--- config.mk ---
export PLATFORM = sky130hd
export DESIGN_NAME = pinbank_bank
export DESIGN_NICKNAME = d
export VERILOG_FILES = /design/src/rtl/pinbank_pkg.sv /design/src/rtl/pinbank_table.sv /design/src/rtl/pinbank_sync.sv /design/src/rtl/pinbank_remap.sv /design/src/rtl/pinbank_bank.sv
export SDC_FILE = /design/constraint.sdc
export NUM_CORES = 2
export LEC_CHECK = 0
export BUFFER_PORTS_ARGS = -buffer_cell sky130_fd_sc_hd__clkbuf_2
export CAP_MARGIN = 10
export CORE_UTILIZATION = 35
export CTS_BUF_LIST = sky130_fd_sc_hd__clkbuf_2 sky130_fd_sc_hd__clkbuf_4 sky130_fd_sc_hd__clkbuf_8
export DETAILED_ROUTE_END_ITERATION = 12
export MAX_ROUTING_LAYER = met4
export SLEW_MARGIN = 5
export SYNTH_ARGS = -nofsm -noshare
export SYNTH_HDL_FRONTEND = slang
export SYNTH_SLANG_ARGS = --single-unit
--- constraint.sdc ---
create_clock -name clk -period 9.87 [get_ports clk]
set_clock_uncertainty 0.2 [all_clocks]
set_input_delay 1.974 -clock clk [delete_from_list [all_inputs] [get_ports clk]]
set_output_delay 1.974 -clock clk [all_outputs]
set_load 0.05 [all_outputs]
--- src/rtl/pinbank_pkg.sv ---
package pinbank_pkg;

    localparam int BITS = 8;
    localparam int MAPW = BITS * 8;

    typedef enum logic [1:0] {
        OP_DEFINE = 2'd0,
        OP_DRIVE  = 2'd1,
        OP_READ   = 2'd2,
        OP_NOP    = 2'd3
    } op_e;

    typedef enum logic [1:0] {
        S_IDLE  = 2'd0,
        S_SYNC1 = 2'd1,
        S_SYNC2 = 2'd2,
        S_CAPT  = 2'd3
    } state_e;

    function automatic logic [3:0] clamp_count(input logic [3:0] c);
        return (c > 4'(BITS)) ? 4'(BITS) : c;
    endfunction

endpackage

--- src/rtl/pinbank_table.sv ---
module pinbank_table #(
    parameter int BANKS = 16,
    parameter int MAPW  = 64,
    localparam int BW   = $clog2(BANKS)
) (
    input  logic            clk,
    input  logic            rst_n,
    input  logic            we,
    input  logic [BW-1:0]   waddr,
    input  logic [MAPW-1:0] wdata,
    input  logic [BW-1:0]   raddr,
    output logic [MAPW-1:0] rdata
);
    logic [MAPW-1:0] mem [BANKS];

    always_ff @(posedge clk) begin
        if (!rst_n) begin
            for (int b = 0; b < BANKS; b++) mem[b] <= '0;
        end else if (we) begin
            mem[waddr] <= wdata;
        end
    end

    assign rdata = mem[raddr];
endmodule

--- src/rtl/pinbank_sync.sv ---
module pinbank_sync #(
    parameter int W = 40
) (
    input  logic         clk,
    input  logic         rst_n,
    input  logic [W-1:0] d,
    output logic [W-1:0] q
);
    logic [W-1:0] meta;

    always_ff @(posedge clk) begin
        if (!rst_n) begin
            meta <= '0;
            q    <= '0;
        end else begin
            meta <= d;
            q    <= meta;
        end
    end
endmodule

--- src/rtl/pinbank_remap.sv ---
module pinbank_remap #(
    parameter int BITS = 8,
    parameter int SOCK = 40,
    localparam int IW  = $clog2(SOCK)
) (
    input  logic [BITS*8-1:0]        map,
    input  logic [7:0]               n_pins,
    output logic [BITS-1:0][IW-1:0]  idx,
    output logic [BITS-1:0]          ok
);
    logic n_good;
    assign n_good = (n_pins != 8'd0) && (n_pins <= 8'(SOCK)) && !n_pins[0];

    for (genvar g = 0; g < BITS; g++) begin : g_bit
        logic [7:0] pin;
        assign pin = map[g*8 +: 8];
        always_comb begin
            ok[g]  = n_good && (pin != 8'd0) && (pin <= n_pins);
            idx[g] = ok[g] ? (IW'(pin) + IW'(SOCK/2) - IW'(n_pins >> 1) - IW'(1)) : '0;
        end
    end
endmodule

--- src/rtl/pinbank_bank.sv ---
module pinbank_bank
    import pinbank_pkg::*;
#(
    parameter int BANKS = 16,
    parameter int SOCK  = 40,
    parameter int REGW  = 5,
    localparam int BW   = $clog2(BANKS),
    localparam int IW   = $clog2(SOCK)
) (
    input  logic            clk,
    input  logic            rst_n,
    input  logic [7:0]      chip_pins,
    input  logic            cmd_valid,
    output logic            cmd_ready,
    input  logic [1:0]      cmd_op,
    input  logic [BW-1:0]   cmd_bank,
    input  logic [31:0]     cmd_pins_lo,
    input  logic [31:0]     cmd_pins_hi,
    input  logic [3:0]      cmd_count,
    input  logic [7:0]      cmd_value,
    input  logic            cmd_drive,
    input  logic [REGW-1:0] cmd_dest,
    input  logic [SOCK-1:0] sock_in,
    output logic [SOCK-1:0] sock_dir,
    output logic [SOCK-1:0] sock_lvl,
    output logic            rd_valid,
    output logic [7:0]      rd_data,
    output logic [REGW-1:0] rd_dest
);
    state_e                 state, state_nxt;
    op_e                    op;
    logic                   accept;
    logic [BW-1:0]          bank_q, bank_sel;
    logic [3:0]             cnt, rd_cnt_q;
    logic [REGW-1:0]        dest_q;
    logic [MAPW-1:0]        entry;
    logic [BITS-1:0][IW-1:0] idx;
    logic [BITS-1:0]        ok;
    logic [SOCK-1:0]        sync_q;

    assign op        = op_e'(cmd_op);
    assign cmd_ready = (state == S_IDLE);
    assign accept    = cmd_valid && cmd_ready;
    assign bank_sel  = (state == S_IDLE) ? cmd_bank : bank_q;
    assign cnt       = clamp_count(cmd_count);

    pinbank_table #(.BANKS(BANKS), .MAPW(MAPW)) u_table (
        .clk   (clk),
        .rst_n (rst_n),
        .we    (accept && (op == OP_DEFINE)),
        .waddr (cmd_bank),
        .wdata ({cmd_pins_hi, cmd_pins_lo}),
        .raddr (bank_sel),
        .rdata (entry)
    );

    pinbank_remap #(.BITS(BITS), .SOCK(SOCK)) u_remap (
        .map    (entry),
        .n_pins (chip_pins),
        .idx    (idx),
        .ok     (ok)
    );

    pinbank_sync #(.W(SOCK)) u_sync (
        .clk   (clk),
        .rst_n (rst_n),
        .d     (sock_in),
        .q     (sync_q)
    );

    // State register
    always_ff @(posedge clk) begin
        if (!rst_n) state <= S_IDLE;
        else        state <= state_nxt;
    end

    // Transitions
    always_comb begin
        state_nxt = state;
        unique case (state)
            S_IDLE:  if (cmd_valid && op == OP_READ) state_nxt = S_SYNC1;
            S_SYNC1: state_nxt = S_SYNC2;
            S_SYNC2: state_nxt = S_CAPT;
            S_CAPT:  state_nxt = S_IDLE;
        endcase
    end

    // Outputs and per-command effects
    always_ff @(posedge clk) begin
        if (!rst_n) begin
            sock_dir <= '0;
            sock_lvl <= '0;
            rd_valid <= 1'b0;
            rd_data  <= '0;
            rd_dest  <= '0;
            bank_q   <= '0;
            rd_cnt_q <= '0;
            dest_q   <= '0;
        end else begin
            rd_valid <= 1'b0;
            if (accept) begin
                unique case (op)
                    OP_DRIVE: begin
                        for (int i = 0; i < BITS; i++) begin
                            if ((4'(i) < cnt) && ok[i]) begin
                                sock_dir[idx[i]] <= cmd_drive;
                                sock_lvl[idx[i]] <= cmd_value[i];
                            end
                        end
                    end
                    OP_READ: begin
                        for (int i = 0; i < BITS; i++) begin
                            if (ok[i]) sock_dir[idx[i]] <= 1'b0;
                        end
                        bank_q   <= cmd_bank;
                        rd_cnt_q <= cnt;
                        dest_q   <= cmd_dest;
                    end
                    default: ;
                endcase
            end
            if (state == S_CAPT) begin
                rd_valid <= 1'b1;
                rd_dest  <= dest_q;
                for (int i = 0; i < BITS; i++) begin
                    rd_data[i] <= ((4'(i) < rd_cnt_q) && ok[i]) ? sync_q[idx[i]] : 1'b0;
                end
            end
        end
    end
endmodule

==> After elaboration in Yosys (flattened, before gate mapping) <==
Memories as Yosys holds them, arrays and structs flattened.
Cells that the tools add are included.
{ "word_totals": {"ff_bits": 189, "latch_bits": 0, "mem_bits_rw": 1024, "romBits": 0, "elab_cells": 326, "memories": 1} }
{ "op_classes": {"addsub": 24, "n_mul": 0, "div": 0, "n_lt_le_gt_ge": 42, "eq_ne": 6, "shifts": 0, "n_mux": 164, "bitwise_logic": 16, "n_reduce_logical": 62} }
{ "mem_list": {"columns": ["name", "words", "width", "rd", "rd_clocked_by_memory_dff", "write_ports", "line", "source"], "rows": [
  ["u_table.mem", 16, 64, 1, 0, 16, "pinbank_table.sv:14", "logic [MAPW-1:0] mem [BANKS];"]
]} }
{ "ops": {"columns": ["cell", "count"], "rows": [
  ["$mux W40", 87],
  ["$bwmux W40", 16],
  ["$and A40 B40 Y40", 8],
  ["$not A40 Y40", 8],
  ["$pmux W40 S2", 1],
  ["$reduce_bool A8 Y1", 9],
  ["$le A8 B8 Y1", 8],
  ["$mux W64", 1],
  ["$reduce_or A64 Y1", 1],
  ["$lt A6 B7 Y1 const B", 8],
  ["$add A6 B5 Y6 const B", 8],
  ["$bmux W1 S6", 8],
  ["$demux W1 S6", 8],
  ["$ge A6 B1 Y1 const B", 8],
  ["$mux W6", 8],
  ["$sub A6 B1 Y6 const B", 8],
  ["$sub A6 B6 Y6", 8],
  ["$logic_and A1 B1 Y1", 45],
  ["$lt A3 B4 Y1 const A", 8],
  ["$mux W1", 30],
  ["$lt A1 B4 Y1 const A", 4],
  ["$lt A2 B4 Y1 const A", 4],
  ["$mux W4", 3],
  ["$le A8 B6 Y1 const B", 1],
  ["10 further kinds", 16]
]} }

==> Longest topological paths before layout <==
An unclocked memory read counts as a cell.
{ "depth": {"depth_word": 50, "depth_mapped": 32, "ltp_nobuf": 25} }

==> Cells and area by module <==
Synthesis repeated with hierarchy kept, for this count alone.
{ "hier_totals": {"hier_cells": 5911, "area_unflattened_um2": 69026.2} }
{ "modules_own_cells": {"columns": ["module", "instances", "cells_per_inst", "area_each_um2"], "rows": [
  ["pinbank_table", 1, 2789, 45434.8],
  ["pinbank_bank", 1, 2499, 17651.9],
  ["pinbank_remap", 1, 455, 3726.1],
  ["pinbank_sync", 1, 168, 2213.4]
]} }

==> Worst setup path after synthesis <==
No wires, ideal clock.
{ "synth_timing": {"path_kind": "input to register", "startpoint": "input cmd_op[0]", "endpoint": "memory u_table.mem[1][0], enable pin", "setup_ns": 0.574, "t_arrival_ns": 7.285, "required_ns": 9.096, "path_slack_ns": 1.810, "stages": 6, "path_buffers": 1, "path_cell_list": "inv_1 -> ha_1 -> nand4_1 -> or3_1 -> clkbuf_1 -> o21ai_0"} }
{ "synth_rtl": {"columns": ["item", "line", "source"], "rows": [
  ["start, declared", "pinbank_bank.sv:15", "input logic [1:0] cmd_op,"],
  ["end, declared", "pinbank_table.sv:14", null]
]} }

==> Worst setup path in the final report <==
{ "layout_timing": {"startpoint": "input cmd_bank[1]", "endpoint": "register sock_lvl[18]"} }
{ "layout_via": {"elab_chain_cells": 47} }
{ "layout_rtl": {"columns": ["item", "line", "source"], "rows": [
  ["start, declared", "pinbank_bank.sv:16", "input logic [BW-1:0] cmd_bank,"],
  ["$mux W4 *", "pinbank_bank.sv:44", "assign bank_sel = (state == S_IDLE) ? cmd_bank : bank_q;"],
  ["$mem_v2 Z16 W64 *", null, null],
  ["$add A6 B5 Y6 / $reduce_bool A8 Y1 (equally long branches)", "pinbank_remap.sv:19, pinbank_remap.sv:18", null],
  ["$sub A6 B6 Y6 / $logic_and A1 B1 Y1 (equally long branches)", "pinbank_remap.sv:19, pinbank_remap.sv:18", null],
  ["$sub A6 B1 Y6 / $logic_and A1 B1 Y1 (equally long branches)", "pinbank_remap.sv:19, pinbank_remap.sv:18", null],
  ["$mux W6", "pinbank_remap.sv:19", "idx[g] = ok[g] ? (IW'(pin) + IW'(SOCK/2) - IW'(n_pins >> 1) - IW'(1)) : '0;"],
  ["$lt A6 B7 Y1 (not written as such) / $ge A6 B1 Y1 (equally long branches)", "pinbank_bank.sv:107", "sock_lvl[idx[i]] <= cmd_value[i];"],
  ["$logic_and A1 B1 Y1 (not written as such)", "pinbank_bank.sv:107", null],
  ["[... 31 more ...]", null, null],
  ["$mux W40", "pinbank_bank.sv:90", "if (!rst_n) begin"],
  ["$bwmux W40", "pinbank_bank.sv:107", null],
  ["$mux W40", "pinbank_bank.sv:105", "if ((4'(i) < cnt) && ok[i]) begin"],
  ["$mux W40", "pinbank_bank.sv:102", "unique case (op)"],
  ["$mux W40", "pinbank_bank.sv:101", "if (accept) begin"],
  ["$mux W40", "pinbank_bank.sv:90", null],
  ["$bwmux W40", "pinbank_bank.sv:107", null],
  ["$mux W40 *", "pinbank_bank.sv:105", null],
  ["end signal, assigned by index", "pinbank_bank.sv:107", null],
  ["end, declared", "pinbank_bank.sv:25", "output logic [SOCK-1:0] sock_lvl,"]
]} }
Every way passes the cells marked *; elsewhere a longest branch is shown, timed or not. The select of a mux whose other input is x is not followed.
A chain may end at the register's enable or synchronous reset.

==> metrics <==
Starting Density=0.352; flops & latches, synth=1213; Max-Cap Viols=1; via count=64.8k; endpoint of the worst hold path=u_sync.q[12]; CTS resizes=0; Syn Std Cell Area=70400 um2; Place WS=0.820 ns; status=finished, violations left; die height=450 um; ys flop type=edfxtp_1; # fillers=19.4k; Critical Path Start Type=primary input; number of global-route vias before repair=61.5k; CTS H-tree depth=4; r2r setup slk=1.62 ns; final instance area=81800 um2; layout cell share with drive strength beyond 1=0.195; Reg clk slew, reported paths=0.06 ns; Max FO, Critical Path=68; clock buffer count from CTS=212; Setup CP Type=primary input to flip-flop; Final ANT Viol Nets=0; number of synthesized flops with an enable pin=1024; post-route setup TNS=0 ns; 1st-iter DRT viols=9519; Crit. Startpoint=cmd_bank[1]; crit-path cells=clkbuf_2 -> mux2_8 -> buf_4 -> mux4_2 -> nand2_1 -> nand4_1 -> ha_1 -> ha_2 -> fa_2 -> nor2_1 -> nand2_1 -> nor2_1 -> buf_4 -> nand4_1 -> o221ai_1 -> a21oi_1 -> o21ai_0 -> a21oi_1; cell count after synthesis=6803; Hold Startpoint=u_sync.meta[12]; drc violations=0; worst setup margin=1.49 ns; synth top area cells=edfxtp_1 44%, and2_1 10%, dfxtp_1 5.4%, mux4_2 5.4%, nand2_1 5.1%; setup bufs post-CTS=0; worst skew pair latency=1.06 ns; synth unique cells=106; Row Count=164; worst min-delay path class=flip-flop to flip-flop; Die W=450 um; Core Util, Final=0.409; sequential cell area=34500 um2; Final Hold Fails=0; Max VDD drop=0.238 mV; failing checks=capacitance limit; clock root buffer master=clkbuf_8; Hold Worst Slack=0.210 ns; CTS hold repair buffers=0; gpl congestion=1.16; Tmin final=8.38 ns; YS warnings=0; total power=25.0 mW; Relative slew margins=0.00888; area delta synth->final=16.2%; largest net degree at the start of global routing=89; RR Endpoint=sock_lvl[18]; Critical Path Slowest Stage Cell=fa_2; Fmax=119 MHz; Placement Cell Area=77200 um2; Synth async-reset ratio=0; vias per cell=6.40; Arrival @ worst endpoint=9.11 ns; Synth area leader=edfxtp_1; First-pass DRT Iterations=8; routed len/inst=41.5 um; drt total wl=420000 um; Pwr per Cell Area=306 nW/um2; gr ovfl total=0; Critical Path RT=10.59 ns; list of most frequent post-synthesis cells=1136 x and2_1, 1024 x edfxtp_1, 948 x nand2_1, 376 x clkbuf_1, 356 x nor2_1; Finish-stage setup viols=0; RSZ-0062 raised after global routing=false; crit end category=flip-flop; fin crit share=0.849; nets=7507; initial antenna violation count=63; Die ar.=203000 um2; non-filler cells in the finished layout=10.1k; Tot GR Track Use=0.419; first-pass GRT wire length=561000 um; Leak=30.6 nW; post-synth top area share=0.437; PortBufs=233; max-slew violation count=0; Ports=234; worst slew pin tran=1.49 ns; Worst Hold Depth=1; dpl hpwl=285000 um; most frequent cell after synthesis=and2_1; TritonCTS clock tree=done; Avg Cell Area, Syn=10.3 um2; syn nets=7092; R2R cell count=19; register area share after synthesis=0.491; total core area=200000 um2; Placed Instances=9657; multi-input logic area=33800 um2; worst reg2reg startpoint=state[0]; critical path's largest stage delay=0.84 ns; clk buf depth=3; CTS sink count=1213
==> state kept, by name, indices dropped and copies added (netlist names) <==
register / count
rd_data: 8
sock_dir: 40
rd_valid: 1
rd_cnt_q: 4
state: 2
rd_dest: 5
bank_q: 4
u_sync.meta: 40
u_table.mem: 1024
dest_q: 5
sock_lvl: 40
u_sync.q: 40
==> cell families after synthesis <==
| logic type | count (synthesis) | share of synthesized area |
|---|---|---|
| compound gates | 1125 | 0.114 |
| xor+xnor | 55 | 0.00684 |
| fa+ha+maj | 150 | 0.0275 |
| buf+inv | 638 | 0.0391 |
| flops | 1213 | 0.491 |
| mux | 368 | 0.0834 |
| simple gates | 3254 | 0.238 |
==> power by group <==
| part | switching [mW] | internal [mW] | leakage (nW) |
|---|---|---|---|
| registers | 0.104 | 5.73 | 12.1 |
| clock network | 2.32 | 2.59 | 2.31 |
| logic | 10.7 | 3.59 | 16.2 |
==> routing by layer <==
| metal | GRT usage | up-vias | routed length (um) |
|---|---|---|---|
| li1 | - | 26000 | - |
| met1 | 0.481 | 32400 | 152000 |
| met2 | 0.611 | 4872 | 183000 |
| met3 | 0.127 | 1511 | 45000 |
| met4 | 0.318 | 0 | 39500 |
| met5 | - | - | 0 |
==> worst max-delay path, delay by kind of cell <==
kind | cells | cell delay [ns]
adder cells (fa/ha/maj) | 3 | 1.49
AND/OR/NAND/NOR | 6 | 2.42
multiplexers | 2 | 1.05
AO/OA/AOI/OAI | 4 | 1.00
buffers and inverters | 3 | 0.97
==> area by class of cell <==
cell class / count / area share
sequential: 1213 / 0.422
multi-input combinational: 4952 / 0.413
timing repair buffer: 719 / 0.0627
clock buffer: 299 / 0.0447
tap: 2656 / 0.0406
clock inverter: 86 / 0.00868
inverter: 120 / 0.00551
antenna: 67 / 0.00205
==> cells in the final DEF, fill, tap and decap left out, types with 67 or more instances in the layout <==
cell type,n
o21ai_0,138
mux4_2,168
nand2_1,947
edfxtp_1,1024
diode_2,67
a21oi_1,183
buf_4,461
clkbuf_4,73
clkbuf_8,226
clkbuf_2,231
nor2_1,325
and2_1,1136
dfxtp_1,189
nand3_1,319
nand4_1,107
ha_1,135
a32oi_1,67
inv_1,115
mux2i_1,157
o22ai_1,99
nor3_1,92
==> worst max path at each step <==
stage,endpoint,slack [ns]
3_3_place_gp,sock_lvl[18],0.81
5_1_grt,sock_lvl[18],1.46
2_1_floorplan,u_table.mem[1][0],1.81
4_1_cts,sock_lvl[18],1.94
3_5_place_dp,sock_lvl[18],0.82
6_report,sock_lvl[18],1.49
Power figures use the tool's default switching activity.
